$ cat src/rtl/fcw_pkg.sv
package fcw_pkg;
  localparam logic ADDR_CTRL = 1'b0;
  localparam logic ADDR_FSEL = 1'b1;
  localparam int CB_WDEN  = 0;
  localparam int CB_TOSTS = 1;
  localparam int CB_RSTFC = 2;
  localparam int CB_RSTTO = 3;
endpackage

$ cat src/rtl/fcw_wdt_timer.sv
module fcw_wdt_timer #(
  parameter int RELOAD = 1024
) (
  input  logic clk,
  input  logic rst_n,
  input  logic tick,
  input  logic arm,
  input  logic halt,
  output logic expire
);
  localparam int CW = $clog2(RELOAD + 1);
  localparam logic [CW-1:0] LOAD = CW'(RELOAD);

  logic          running;
  logic [CW-1:0] cnt;

  assign expire = running && tick && (cnt == CW'(1)) && !halt && !arm;

  always_ff @(posedge clk or negedge rst_n) begin
    if (!rst_n) begin
      running <= 1'b0;
      cnt     <= LOAD;
    end else if (halt) begin
      running <= 1'b0;
      cnt     <= LOAD;
    end else if (arm) begin
      running <= 1'b1;
      cnt     <= LOAD;
    end else if (expire) begin
      running <= 1'b0;
      cnt     <= LOAD;
    end else if (running && tick) begin
      cnt <= cnt - CW'(1);
    end
  end
endmodule

$ cat src/rtl/fcw_rst_pulse.sv
module fcw_rst_pulse #(
  parameter int LEN = 16
) (
  input  logic clk,
  input  logic rst_n,
  input  logic trig,
  output logic pulse_n
);
  localparam int PW = $clog2(LEN + 1);

  logic [PW-1:0] remain;

  always_ff @(posedge clk or negedge rst_n) begin
    if (!rst_n)               remain <= '0;
    else if (trig)            remain <= PW'(LEN);
    else if (remain != '0)    remain <= remain - PW'(1);
  end

  assign pulse_n = (remain == '0);
endmodule

$ cat src/rtl/fcw_ctrl_regs.sv
module fcw_ctrl_regs
  import fcw_pkg::*;
#(
  parameter int                FSEL_W   = 4,
  parameter logic [FSEL_W-1:0] FSEL_RST = '0,
  parameter logic [FSEL_W-1:0] REC_FSEL = '1
) (
  input  logic              clk,
  input  logic              rst_n,
  input  logic              wr_en,
  input  logic              wr_addr,
  input  logic [7:0]        wr_data,
  input  logic              expire,
  output logic              wd_en,
  output logic              to_sts,
  output logic              rst_fc_en,
  output logic              rst_to_en,
  output logic [FSEL_W-1:0] freq,
  output logic              rec,
  output logic              fchg,
  output logic              halt
);
  logic ctrl_wr, fs_wr;

  assign ctrl_wr = wr_en && (wr_addr == ADDR_CTRL);
  assign fs_wr   = wr_en && (wr_addr == ADDR_FSEL);
  assign halt    = ctrl_wr && !wr_data[CB_WDEN];
  assign fchg    = fs_wr && !rec && (wr_data[FSEL_W-1:0] != freq);

  always_ff @(posedge clk or negedge rst_n) begin
    if (!rst_n) begin
      wd_en     <= 1'b0;
      to_sts    <= 1'b0;
      rst_fc_en <= 1'b0;
      rst_to_en <= 1'b0;
      freq      <= FSEL_RST;
      rec       <= 1'b0;
    end else begin
      if (ctrl_wr) begin
        wd_en     <= wr_data[CB_WDEN];
        rst_fc_en <= wr_data[CB_RSTFC];
        rst_to_en <= wr_data[CB_RSTTO];
      end
      if (expire)                             to_sts <= 1'b1;
      else if (ctrl_wr && wr_data[CB_TOSTS])  to_sts <= 1'b0;
      if (halt)        rec <= 1'b0;
      else if (expire) rec <= 1'b1;
      if (expire)      freq <= REC_FSEL;
      else if (fchg)   freq <= wr_data[FSEL_W-1:0];
    end
  end
endmodule

$ cat src/rtl/fcw_recovery_ctrl.sv
module fcw_recovery_ctrl
  import fcw_pkg::*;
#(
  parameter int                FSEL_W        = 4,
  parameter logic [FSEL_W-1:0] FSEL_RST      = '0,
  parameter logic [FSEL_W-1:0] REC_FSEL      = FSEL_W'(10),
  parameter int                WD_RELOAD     = 1024,
  parameter int                RST_PULSE_LEN = 16
) (
  input  logic              clk,
  input  logic              rst_n,
  input  logic              tick,
  input  logic              wr_en,
  input  logic              wr_addr,
  input  logic [7:0]        wr_data,
  output logic [7:0]        ctrl_rdata,
  output logic [FSEL_W-1:0] freq_sel,
  output logic              recovery,
  output logic              sys_rst_n
);
  logic wd_en, to_sts, rst_fc_en, rst_to_en;
  logic fchg, halt, arm, expire, trig;

  fcw_ctrl_regs #(
    .FSEL_W(FSEL_W), .FSEL_RST(FSEL_RST), .REC_FSEL(REC_FSEL)
  ) u_regs (
    .clk(clk), .rst_n(rst_n), .wr_en(wr_en), .wr_addr(wr_addr),
    .wr_data(wr_data), .expire(expire), .wd_en(wd_en), .to_sts(to_sts),
    .rst_fc_en(rst_fc_en), .rst_to_en(rst_to_en), .freq(freq_sel),
    .rec(recovery), .fchg(fchg), .halt(halt)
  );

  assign arm = fchg && wd_en;

  fcw_wdt_timer #(.RELOAD(WD_RELOAD)) u_timer (
    .clk(clk), .rst_n(rst_n), .tick(tick), .arm(arm), .halt(halt),
    .expire(expire)
  );

  assign trig = (fchg && rst_fc_en) || (expire && rst_to_en);

  fcw_rst_pulse #(.LEN(RST_PULSE_LEN)) u_pulse (
    .clk(clk), .rst_n(rst_n), .trig(trig), .pulse_n(sys_rst_n)
  );

  always_comb begin
    ctrl_rdata           = '0;
    ctrl_rdata[CB_WDEN]  = wd_en;
    ctrl_rdata[CB_TOSTS] = to_sts;
    ctrl_rdata[CB_RSTFC] = rst_fc_en;
    ctrl_rdata[CB_RSTTO] = rst_to_en;
  end
endmodule

$ cat config.mk
export PLATFORM = sky130hd
export DESIGN_NAME = fcw_recovery_ctrl
export DESIGN_NICKNAME = d
export VERILOG_FILES = /design/src/rtl/fcw_pkg.sv /design/src/rtl/fcw_wdt_timer.sv /design/src/rtl/fcw_rst_pulse.sv /design/src/rtl/fcw_ctrl_regs.sv /design/src/rtl/fcw_recovery_ctrl.sv
export SDC_FILE = /design/constraint.sdc
export NUM_CORES = 1
export LEC_CHECK = 0
export ABC_AREA = 1
export BUFFER_PORTS_ARGS = -buffer_cell sky130_fd_sc_hd__buf_2
export CAP_MARGIN = 20
export CORE_ASPECT_RATIO = 0.5
export CORE_MARGIN = 2
export CORE_UTILIZATION = 52
export CTS_BUF_LIST = sky130_fd_sc_hd__clkbuf_8
export DETAILED_ROUTE_END_ITERATION = 6
export GPL_TIMING_DRIVEN = 0
export PLACE_DENSITY_LB_ADDON = 0.12
export SYNTH_ARGS = -nofsm -noshare
export SYNTH_HDL_FRONTEND = slang
export SYNTH_HIERARCHICAL = 1
export SYNTH_SLANG_ARGS = --single-unit
$ cat constraint.sdc
create_clock -name clk -period 2 [get_ports clk]
set_clock_uncertainty 0.15 [all_clocks]
set_input_delay 0.3 -clock clk [delete_from_list [all_inputs] [get_ports clk]]
set_output_delay 0.3 -clock clk [all_outputs]
set_load 0.01 [all_outputs]
==> results.cfg <==
[yosys]
syn_area_sq_mm = 0.001588
synth_top_cell_area_share_pct = 39.40
synth.yosys.seq_area_share_pct = 41.06
synth-adder-area-share_pct = 2.364
synth_top_area_cell = dfrtp_1
netlist_instances = 222
synth_simple_gate_area_share_pct = 39.16
synth_seq_cells = 26
synth_cell_types = 24
avgSynthCellArea_sq_um = 7.152
muxShareOfSynthArea_pct = 0
synth-compound-area-share_pct = 2.758
synth_top_family_by_area = simple AND/OR/NAND/NOR gates
synth_area_leaders = dfrtp_1 (39%), nand2_1 (16%), inv_1 (8.3%)
ys_warn_count = 6
synth_xor_area_share_pct = 1.103

[sta]
finalSetupViolCount = 0
post-route-min-period_ps = 1997
rsz0062_at_grt = yes
clock.fmax_ghz = 0.5007
hold_violations = 0
slew_violations = 0
max-slew-margin-rel_pct = 60.37
finalWorstSetupSlack_ps = 2.658
finalCritPeriodShare_pct = 99.87
setup_tns_ps = 0
worst_pin_slew_ps = 594.5

[floorplanning]
die_x_um = 82.15
fp.dieArea_sq_mm = 0.003538
fp.coreArea_sq_mm = 0.002960
core.rowCount = 14
ioPinCount = 27
start_util_pct = 53.63
die_y_um = 43.08

[layout]
layout_common_cells = nand2_1 (57), inv_1 (31), nor2_1 (27)
drive_gt1_share_pct = 32.95
area_growth_syn_to_layout_pct = 27.66
antennaDiodeCount = 0
final_common_cell = nand2_1
final_net_count = 275
fillers = 247

[cts]
cts_tree = built
clk_latency_ps = 270
cts.clk_slew.worst_paths_ps = 90
clock_path_buffers = 2
cts_buffers = 3
clockRootBuffer = clkbuf_8
h-tree-depth = 1
clkSinkCount = 26

[power]
comb_power_share_pct = 44.7
seqPwrFrac_pct = 36.5
power.internal_mw = 1.384
clkPwrFrac_pct = 18.8
switching_power_mw = 0.9624
swShare_pct = 41.01
p_leak_nw = 1.150
vdd_drop_max_mv = 0.5570
power_mw = 2.347
power_density_mw_per_mm2 = 1158

[placement]
dp_hpwl_um = 2086
dp_slack_ps = -269.2
io_buffers = 18
place_congestion = 0.8047

[route]
drt_iter0_markers = 49
route.detailed.drc = 0
wire_per_inst_um = 10.26
routed_via_density = 4.648
final_antenna_net_count = 0
routed_wl_um = 3057
drt_pass1_iterations = 4
vias = 1385

[setup_path]
cp_max_fo = 5
r2r_end = u_pulse/remain[0]
setup.worst_path.start = u_regs/freq[3]
ff2ff_setup_slack_ps = 3
crit_arrival_ps = 2020
endpoint_kind = register
cp.required_ps = 2030
r2r-start = u_regs/freq[3]
critPathKind = register to register
r2r_cells = 19
endpoint = u_pulse/remain[0]
startpoint_type = register

[global_routing]
antenna_found_initial = 0
grt_overflow_total = 0
grt_usage_pct = 18.64
grt_max_degree = 27
grt_pass1_vias = 1199
grt_pass1_wl_um = 4878

[job]
drv_cap = 0

[min_path]
hold_path_class = input pin to register

[outcome]
status = finished, final reports clean
-- cell families after synthesis --
group           count (synthesis)
compound gates                  8
xor+xnor                        2
fa+ha+maj                       3
buf+inv                        47
flops                          26
other cells                     1
simple gates                  135
-- power groups by stage --
stage | registers [mW] | clock network [mW] | logic [mW]
2_1_floorplan | 0.839 | 0 | 0.748
6_report | 0.855 | 0.442 | 1.05
3_3_place_gp | 0.855 | 0 | 0.902
5_1_grt | 0.881 | 0.480 | 1.21
4_1_cts | 0.850 | 0.458 | 0.950
3_5_place_dp | 0.859 | 0 | 0.934
-- final cells by class --
type	count	area, sq um	share of cell area, %
Tap cell	40	50.05	2.469
Buffer	8	60.06	2.963
Multi-Input combinational cell	152	829.5	40.93
Clock inverter	1	30.03	1.481
Sequential cell	26	651.9	32.16
Clock buffer	3	41.29	2.037
Timing Repair Buffer	29	195.2	9.630
Inverter	39	168.9	8.333
-- synth_stat cells (all sizes together) --
| library cell | instances |
|---|---|
| nand2 | 76 |
| inv | 37 |
| nor2 | 36 |
| dfrtp | 25 |
| nand3 | 16 |
| buf | 8 |
| nand4 | 5 |
| o21ai | 4 |
| ha | 3 |
| a21oi | 2 |
| clkinv | 2 |
| nor3 | 2 |
| xor2 | 2 |
| a21boi | 1 |
| conb | 1 |
| dfstp | 1 |
| o22ai | 1 |
-- worst min path at each step --
stage | from | cells after the start | slack, ps | end
CTS | wr_data[2] | 3 | 140 | u_regs/rst_fc_en
detailed placement | rst_n | 1 | 200 | u_timer/cnt[5]
global route | wr_data[2] | 3 | 140 | u_regs/rst_fc_en
floorplan | rst_n | 0 | -150 | u_pulse/remain[0]
finish | wr_data[2] | 3 | 150 | u_regs/rst_fc_en
global placement | rst_n | 1 | 190 | u_timer/cnt[6]
-- through the flow --
| step | hold WS (ps) | area, sq um | instances | utilization (%) |
|---|---|---|---|---|
| finish | 146.3 | 2027 | 298 | 68.47 |
| global route | 142.6 | 2027 | 298 | 68.47 |
| CTS | 139.8 | 1872 | 293 | 63.23 |
| detailed placement | 199.4 | 1753 | 283 | 59.21 |
| global placement | 194.2 | 1753 | 283 | 59.21 |
| floorplan | -145.6 | 1613 | 225 | - |
-- worst max-delay path, stage by stage (launching register included) --
cell and delay, ps:
dfrtp_1 400, inv_1 60, nand2_1 70, nand2_2 70, nor2_4 110, nand2_2 80
nand2_4 80, inv_4 30, nand2_2 50, inv_2 40, nor2_4 90, nand2_2 70
nor2_4 120, nand2_2 90, inv_4 90, nand2_4 50, nand2_4 80, inv_6 50
nand3_2 70, nand2_2 50
-- flip-flops by register name (all words and copies together) (netlist names) --
signal	count
u_timer/running	1
u_regs/freq	4
u_timer/cnt	11
u_regs/rst_to_en	1
u_regs/rec	1
u_pulse/remain	5
u_regs/rst_fc_en	1
u_regs/to_sts	1
u_regs/wd_en	1
-- layer usage --
layer / vias up / part of all wire (%) / global-route usage [%]
met5: - / 0 / 0
met4: 0 / 0.92 / 5.000
met3: 4 / 3.7 / 5.745
met2: 18 / 48 / 32.36
met1: 632 / 47 / 22.51
li1: 731 / - / -
-- what timing repair did --
item	CTS	global route
gates cloned	0	0
hold buffers	1	0
hold endpoints to repair	25	0
setup buffers	5	5
resized for setup	0	29
pin swaps	3	19
endpoints found under the setup margin	19	23
No activity file was read; power rests on OpenSTA's default activity.
